==> src/rtl/modem_ctl_pkg.sv <==
package modem_ctl_pkg;

    localparam int DW   = 8;
    localparam int AW   = 3;
    localparam int NREG = 5;

    // register addresses
    localparam int A_R0   = 0;
    localparam int A_R1   = 1;
    localparam int A_R3   = 3;

    // bit positions the decoders depend on
    localparam int B_TXEN  = 1;   // reg0
    localparam int B_FAMLO = 5;   // reg0 6:5
    localparam int B_OPT   = 7;   // reg0
    localparam int B_TMLO  = 0;   // reg1 1:0
    localparam int B_PDN   = 2;   // reg1
    localparam int B_CKSEL = 3;   // reg1
    localparam int B_KEEP  = 2;   // reg3, survives power-down

    typedef enum logic [1:0] {
        TM_NORMAL = 2'b00,
        TM_ALOOP  = 2'b01,
        TM_RLOOP  = 2'b10,
        TM_LLOOP  = 2'b11
    } tmode_e;

    typedef enum logic [2:0] {
        MD_QAM2400  = 3'd0,
        MD_DPSK1200 = 3'd1,
        MD_DPSK600  = 3'd2,
        MD_FSK_V23  = 3'd3,
        MD_FSK_V21  = 3'd4
    } mode_e;

    typedef struct packed {
        mode_e  mode;
        tmode_e tmode;
        logic   tx_en;
        logic   clk_sel;
    } ctl_s;

    function automatic mode_e decode_mode(logic [1:0] fam, logic opt);
        case (fam)
            2'b10:   return MD_QAM2400;
            2'b01:   return opt ? MD_FSK_V21 : MD_FSK_V23;
            default: return opt ? MD_DPSK600 : MD_DPSK1200;
        endcase
    endfunction

    function automatic logic is_phase_mod(mode_e m);
        return (m == MD_QAM2400) || (m == MD_DPSK1200) || (m == MD_DPSK600);
    endfunction

    // half period of the 16x clock in crystal cycles
    function automatic int unsigned half_div(mode_e m, int unsigned base);
        case (m)
            MD_DPSK1200: return base * 2;
            MD_DPSK600:  return base * 4;
            default:     return base;
        endcase
    endfunction

    function automatic logic [DW-1:0] keep_mask(int idx);
        logic [DW-1:0] msk;
        msk = '0;
        if (idx == A_R3) msk[B_KEEP] = 1'b1;
        return msk;
    endfunction

endpackage

==> src/rtl/modem_ctl_regs.sv <==
module modem_ctl_regs
    import modem_ctl_pkg::*;
(
    input  logic          clk,
    input  logic          rst,
    input  logic          wr_en,
    input  logic [AW-1:0] wr_addr,
    input  logic [DW-1:0] wr_data,
    output logic [DW-1:0] reg_q [NREG],
    output ctl_s          ctl
);

    logic pd_hit;
    assign pd_hit = wr_en && (wr_addr == AW'(A_R1)) && wr_data[B_PDN];

    for (genvar g = 0; g < NREG; g++) begin : g_reg
        always_ff @(posedge clk) begin
            if (rst) begin
                reg_q[g] <= '0;
            end else if (pd_hit) begin
                reg_q[g] <= reg_q[g] & keep_mask(g);
            end else if (wr_en && (wr_addr == AW'(g))) begin
                reg_q[g] <= wr_data;
            end
        end
    end

    always_comb begin
        ctl.mode    = decode_mode(reg_q[A_R0][B_FAMLO +: 2], reg_q[A_R0][B_OPT]);
        ctl.tmode   = tmode_e'(reg_q[A_R1][B_TMLO +: 2]);
        ctl.tx_en   = reg_q[A_R0][B_TXEN];
        ctl.clk_sel = reg_q[A_R1][B_CKSEL];
    end

endmodule

==> src/rtl/modem_ctl_route.sv <==
module modem_ctl_route
    import modem_ctl_pkg::*;
(
    input  tmode_e tmode,
    input  logic   tx_en,
    input  logic   tx_data_in,
    input  logic   rx_demod,
    output logic   tx_mod,
    output logic   rx_data_out,
    output logic   rx_use_tx_carrier,
    output logic   line_mute
);

    always_comb begin
        tx_mod            = tx_data_in;
        rx_data_out       = rx_demod;
        rx_use_tx_carrier = 1'b0;
        line_mute         = ~tx_en;
        case (tmode)
            TM_ALOOP: rx_use_tx_carrier = 1'b1;
            TM_RLOOP: begin
                tx_mod      = rx_demod;
                rx_data_out = 1'b1;
            end
            TM_LLOOP: rx_data_out = tx_data_in;
            default: ;
        endcase
    end

endmodule

==> src/rtl/modem_ctl_clkout.sv <==
module modem_ctl_clkout
    import modem_ctl_pkg::*;
#(
    parameter int unsigned HALF_BASE = 144
) (
    input  logic  clk,
    input  logic  rst,
    input  mode_e mode,
    input  logic  clk_sel,
    output logic  div_sel,
    output logic  clk_pin
);

    localparam int unsigned HALF_MAX = HALF_BASE * 4;
    localparam int CW = $clog2(HALF_MAX + 1);

    logic [CW-1:0] cnt_q;
    logic [CW-1:0] half_w;
    logic          div_q;
    logic          want_div;

    assign half_w   = CW'(half_div(mode, HALF_BASE));
    assign want_div = clk_sel && is_phase_mod(mode);

    always_ff @(posedge clk) begin
        if (rst) begin
            cnt_q <= '0;
            div_q <= 1'b0;
        end else if (cnt_q >= half_w - CW'(1)) begin
            cnt_q <= '0;
            div_q <= ~div_q;
        end else begin
            cnt_q <= cnt_q + CW'(1);
        end
    end

    // source change at the falling crystal edge, only while the divided clock is low
    always_ff @(negedge clk) begin
        if (rst) begin
            div_sel <= 1'b0;
        end else if (!div_q && (div_sel != want_div)) begin
            div_sel <= want_div;
        end
    end

    assign clk_pin = div_sel ? div_q : clk;

endmodule

==> src/rtl/modem_ctl.sv <==
module modem_ctl
    import modem_ctl_pkg::*;
#(
    parameter int unsigned HALF_BASE = 144
) (
    input  logic       clk,
    input  logic       rst,
    input  logic       wr_en,
    input  logic [2:0] wr_addr,
    input  logic [7:0] wr_data,
    input  logic       tx_data_in,
    input  logic       rx_demod,
    output logic       tx_mod,
    output logic       rx_data_out,
    output logic       rx_use_tx_carrier,
    output logic       line_mute,
    output logic [2:0] mode,
    output logic       clk_pin,
    output logic [7:0] cfg_r0,
    output logic [7:0] cfg_r1,
    output logic [7:0] cfg_r2,
    output logic [7:0] cfg_r3,
    output logic [7:0] cfg_tone
);

    logic [DW-1:0] reg_q [NREG];
    ctl_s          ctl;
    logic          div_sel;
    logic [1:0]    tmode_w;

    modem_ctl_regs u_regs (
        .clk     (clk),
        .rst     (rst),
        .wr_en   (wr_en),
        .wr_addr (wr_addr),
        .wr_data (wr_data),
        .reg_q   (reg_q),
        .ctl     (ctl)
    );

    modem_ctl_route u_route (
        .tmode             (ctl.tmode),
        .tx_en             (ctl.tx_en),
        .tx_data_in        (tx_data_in),
        .rx_demod          (rx_demod),
        .tx_mod            (tx_mod),
        .rx_data_out       (rx_data_out),
        .rx_use_tx_carrier (rx_use_tx_carrier),
        .line_mute         (line_mute)
    );

    modem_ctl_clkout #(.HALF_BASE(HALF_BASE)) u_clk (
        .clk     (clk),
        .rst     (rst),
        .mode    (ctl.mode),
        .clk_sel (ctl.clk_sel),
        .div_sel (div_sel),
        .clk_pin (clk_pin)
    );

    assign tmode_w  = ctl.tmode;
    assign mode     = ctl.mode;
    assign cfg_r0   = reg_q[0];
    assign cfg_r1   = reg_q[1];
    assign cfg_r2   = reg_q[2];
    assign cfg_r3   = reg_q[3];
    assign cfg_tone = reg_q[4];

endmodule

==> config.mk <==
export PLATFORM = sky130hd
export DESIGN_NAME = modem_ctl
export DESIGN_NICKNAME = d
export VERILOG_FILES = /design/src/rtl/modem_ctl_pkg.sv /design/src/rtl/modem_ctl_regs.sv /design/src/rtl/modem_ctl_route.sv /design/src/rtl/modem_ctl_clkout.sv /design/src/rtl/modem_ctl.sv
export SDC_FILE = /design/constraint.sdc
export NUM_CORES = 1
export LEC_CHECK = 0
export BUFFER_PORTS_ARGS = -buffer_cell sky130_fd_sc_hd__buf_2
export CAP_MARGIN = 5
export CORE_UTILIZATION = 58
export CTS_BUF_LIST = sky130_fd_sc_hd__clkbuf_4 sky130_fd_sc_hd__clkbuf_8
export CTS_CLUSTER_SIZE = 24
export DETAILED_ROUTE_END_ITERATION = 8
export GPL_ROUTABILITY_DRIVEN = 0
export PLACE_DENSITY = 0.92
export SYNTH_ARGS = -nofsm -noshare
export SYNTH_HDL_FRONTEND = slang
export SYNTH_SLANG_ARGS = --single-unit
==> constraint.sdc <==
create_clock -name clk -period 5.16 [get_ports clk]
set_clock_uncertainty 0.15 [all_clocks]
set_input_delay 0 -clock clk [delete_from_list [all_inputs] [get_ports clk]]
set_output_delay 0 -clock clk [all_outputs]
set_load 0.01 [all_outputs]
Yosys cells after proc, flatten, opt, wreduce, memory -nomap -nowiden

Index checks and enable logic that the tools add are counted.

Register bits: 52
Output and inout port bits: 48
Logic and storage cells: 51

Add/sub/neg operators: 2
$lt $le $gt $ge: 1
Equal/unequal tests: 12
Muxes and demuxes: 8
Bitwise gates (word level): 3
Reduce and logical (&&, ||, !) cells: 16

Operators with widths:

| operator                | number |
|---|---|
| $pmux W10 S2            | 1 |
| $add A10 B1 Y10 const B | 1 |
| $ge A10 B10 Y1          | 1 |
| $sub A10 B1 Y10 const B | 1 |
| $eq A3 B2 Y1 const B    | 3 |
| $logic_and A1 B1 Y1     | 8 |
| $eq A2 B2 Y1 const B    | 3 |
| $eq A3 B1 Y1 const B    | 2 |
| $logic_not A3 Y1        | 2 |
| $pmux W3 S2             | 1 |
| $eq A2 B1 Y1 const B    | 2 |
| $reduce_or A2 Y1        | 2 |
| $eq A3 B3 Y1 const B    | 1 |
| $mux W1                 | 3 |
| $mux W3                 | 1 |
| $not A1 Y1              | 3 |
| $logic_or A1 B1 Y1      | 2 |
| $mux W2                 | 1 |
| $pmux W1 S2             | 1 |
| $reduce_and A2 Y1       | 1 |
| $logic_not A1 Y1        | 1 |
| $ne A1 B1 Y1            | 1 |

Logic depth before layout (Yosys ltp)

Depth after elaboration: 8
Depth in mapped cells: 11
Mapped depth without buffers: 10

Hierarchy

A second synthesis with hierarchy kept.

Cell total of the unflattened synthesis: 246
Area, all modules: 2299.7 um^2

Modules (own cells, without submodules):

| module           | times used | cells an instance | area each (um^2) | seq. area each (um^2) |
|---|---|---|---|---|
| modem_ctl_regs   | 1          | 167               | 1567.8           | 800.8 |
| modem_ctl_clkout | 1          | 73                | 676.9            | 240.2 |
| modem_ctl_route  | 1          | 6                 | 55.1             | 0.0 |

==> flow_metrics.tcl <==
set metrics [dict create \
    fin_tns_setup_ps 0 \
    antennaDiodeCount 0 \
    place.port_buffers 63 \
    synth_sequential_area_ratio_pct 45.9 \
    initial_standard_cell_utilization_of_the_core_pct 61.0 \
    cell_count_after_placement 368 \
    postSynthCellCount 270 \
    layout_commonest_cell "nand2_1" \
    floorplan_die_area_um2 4160 \
    clk_pin_slew_ps 90 \
    final_layout_size_suffix_gt1_share_pct 27.7 \
    timing.final.setup_violations 0 \
    globalRoute.totalOverflow 0 \
    postLayoutSetupSlackWorst_ps 1290 \
    numCtsBuffers 5 \
    hpwl_dp_mm 3.68 \
    synth_cell_type_count 32 \
    fp.dieW_um 64.5 \
    startpoint_type "register" \
    grt_start_max_net_pins 31 \
    critPathRequiredTime_ps 2730 \
    finalPower_uw 732 \
    cap_violations 0 \
    grt.total_usage_pct 27.3 \
    htreeDepth 2 \
    max-clock-path-buffers 2 \
    yosys_warnings 0 \
    cts_resized 0 \
    finalHoldViolations 0 \
    final_core_utilization_pct 73.7 \
    detail_route.iter0.violations 153 \
    num_rows 22 \
    hold-worst-slack_ps 74.8 \
    syn_nets 294 \
    detail_route.wl_per_cell_um 13.7 \
    vdd_drop_max_v 0.000216 \
    stdcell_count 387 \
    chipHeight_um 64.5 \
    drcViolationCount 0 \
    synth_seq_cells 52 \
    firstDrtPassIters 4 \
    critical_path.max_fanout 5 \
    cts-root-buf "clkbuf_8" \
    hp-class "primary input to register" \
    timing_worst_setup_path_type "register to register" \
    power_density_nw_per_um2 267 \
    area_growth_pct 20.8 \
    finalMaxSlewViolations 0 \
    crit_arrival_ps 1440 \
    rsz0062_at_grt "no" \
    place_ws_ps 1280 \
    num_io_pins 64 \
    clk_latency_ps 310 \
    placeableCoreArea_um2 3720 \
    routed_via_density 5.27 \
    syn-cell-area_um2 2270 \
    tritoncts_clock_tree "yes" \
    grt_first_pass_wirelength_mm 8.70 \
    critical_path_capture_point_type "register" \
    design_area_um2 2740 \
    grt_antenna_before_repair 0 \
    finalNetCount 362 \
    total_leakage_power_nw 1.22 \
    detail-route-antenna-nets 0 \
    avgSynthCellArea_um2 8.40 \
    outcome "complete, no violations" \
    placed_cell_area_um2 2550 \
    grt_pass1_vias 1912 \
    layout.cells.most_common_list "nand2_1 (90), buf_2 (63), dfxtp_1 (52)" \
    route.final.wire_length_mm 5.30 \
    detailroute.via_count 2039 \
]
-- registers in the layout, summed over array words and instances (netlist names) --
signal         count
u_regs.reg_q      36
u_clk.cnt_q       10
u_regs.ctl         4
u_clk.div_q        1
u_clk.div_sel      1
-- path summary, 6_finish.rpt --
| kind | startpoint | to | slack (ps) | depth (start not counted) |
|---|---|---|---|---|
| setup / recovery | u_regs.reg_q[38] | u_clk.div_sel | 1290 | 6 |
| hold / removal | wr_addr[2] | u_regs.reg_q[0] | 70 | 4 |
| setup reg to reg | u_regs.reg_q[38] | u_clk.div_sel | 1290 | 6 |
| hold reg to reg | u_clk.cnt_q[0] | u_clk.cnt_q[0] | 300 | 1 |
-- report_power, final --
group	internal (mW)	leakage, nW	total [mW]	switching, mW
sequential	0.409	0.421	0.415	0.00507
clock	0.108	0.0648	0.250	0.142
combinational	0.0264	0.732	0.0674	0.0409
total	0.544	1.22	0.732	0.188
-- cell families after synthesis --
family / share of synthesized area [%]
and+or+nand+nor: 25.0
buffers and inverters: 5.41
xor gates and xnor gates: 3.09
other: 0.165
AOI/OAI and AO/OA: 15.0
adders and majority gates: 4.42
DFF: 45.9
muxes: 0.993
-- layout make-up --
type,count,area (um2)
Clock buffer,7,81.3
Clock inverter,4,16.3
Fill cell,263,977
Inverter,5,18.8
Multi-Input combinational cell,198,1100
Sequential cell,52,1040
Tap cell,48,60.1
Timing Repair Buffer,73,418
-- routing by layer --
layer | share of wire [%] | global-route usage (%) | routed length (um)
met5 | 0 | 0 | 0
met3 | 6.4 | 6.69 | 339
met2 | 47 | 44.1 | 2500
met1 | 44 | 34.0 | 2310
met4 | 2.8 | 13.3 | 148
-- synth_stat cells --
library cell  number  area [um2]
a21oi_2           20         175
mux2_2             2        22.5
xor2_1             5        43.8
o21ai_0            1        5.00
a221o_1            2        20.0
nand3b_1           3        22.5
o22a_1             1        8.76
conb_1             1        3.75
a31oi_1            1        6.26
nor2b_1            4        25.0
ha_1               8         100
and2_1             3        18.8
inv_1              6        22.5
a311o_1            1        10.0
and3_1             5        31.3
nor2_1            15        56.3
nand3_1            4        20.0
nand4_1            1        6.26
xnor2_1            3        26.3
a21oi_1           20         100
nand2_1           90         338
and4_1             2        17.5
buf_1              3        11.3
clkbuf_1           2        7.51
buf_4              2        15.0
and3b_1            2        17.5
nor3b_1            1        7.51
dfxtp_1           52        1040
buf_6              5        56.3
a21o_1             2        15.0
buf_2              2        10.0
nand2b_1           1        6.26
-- worst max-delay path: stages, from the launching register on --
cell	delay [ps]
dfxtp_1	360
inv_1	60
ha_1	340
nand2b_1	100
nand2_1	70
nand3b_1	70
a21oi_1	130
-- what timing repair did --
item | CTS | global route
hold endpoints to repair | 41 | 0
buffers inserted | 0 | 0
hold buffers | 10 | 0
No activity file was read; power rests on OpenSTA's default activity.
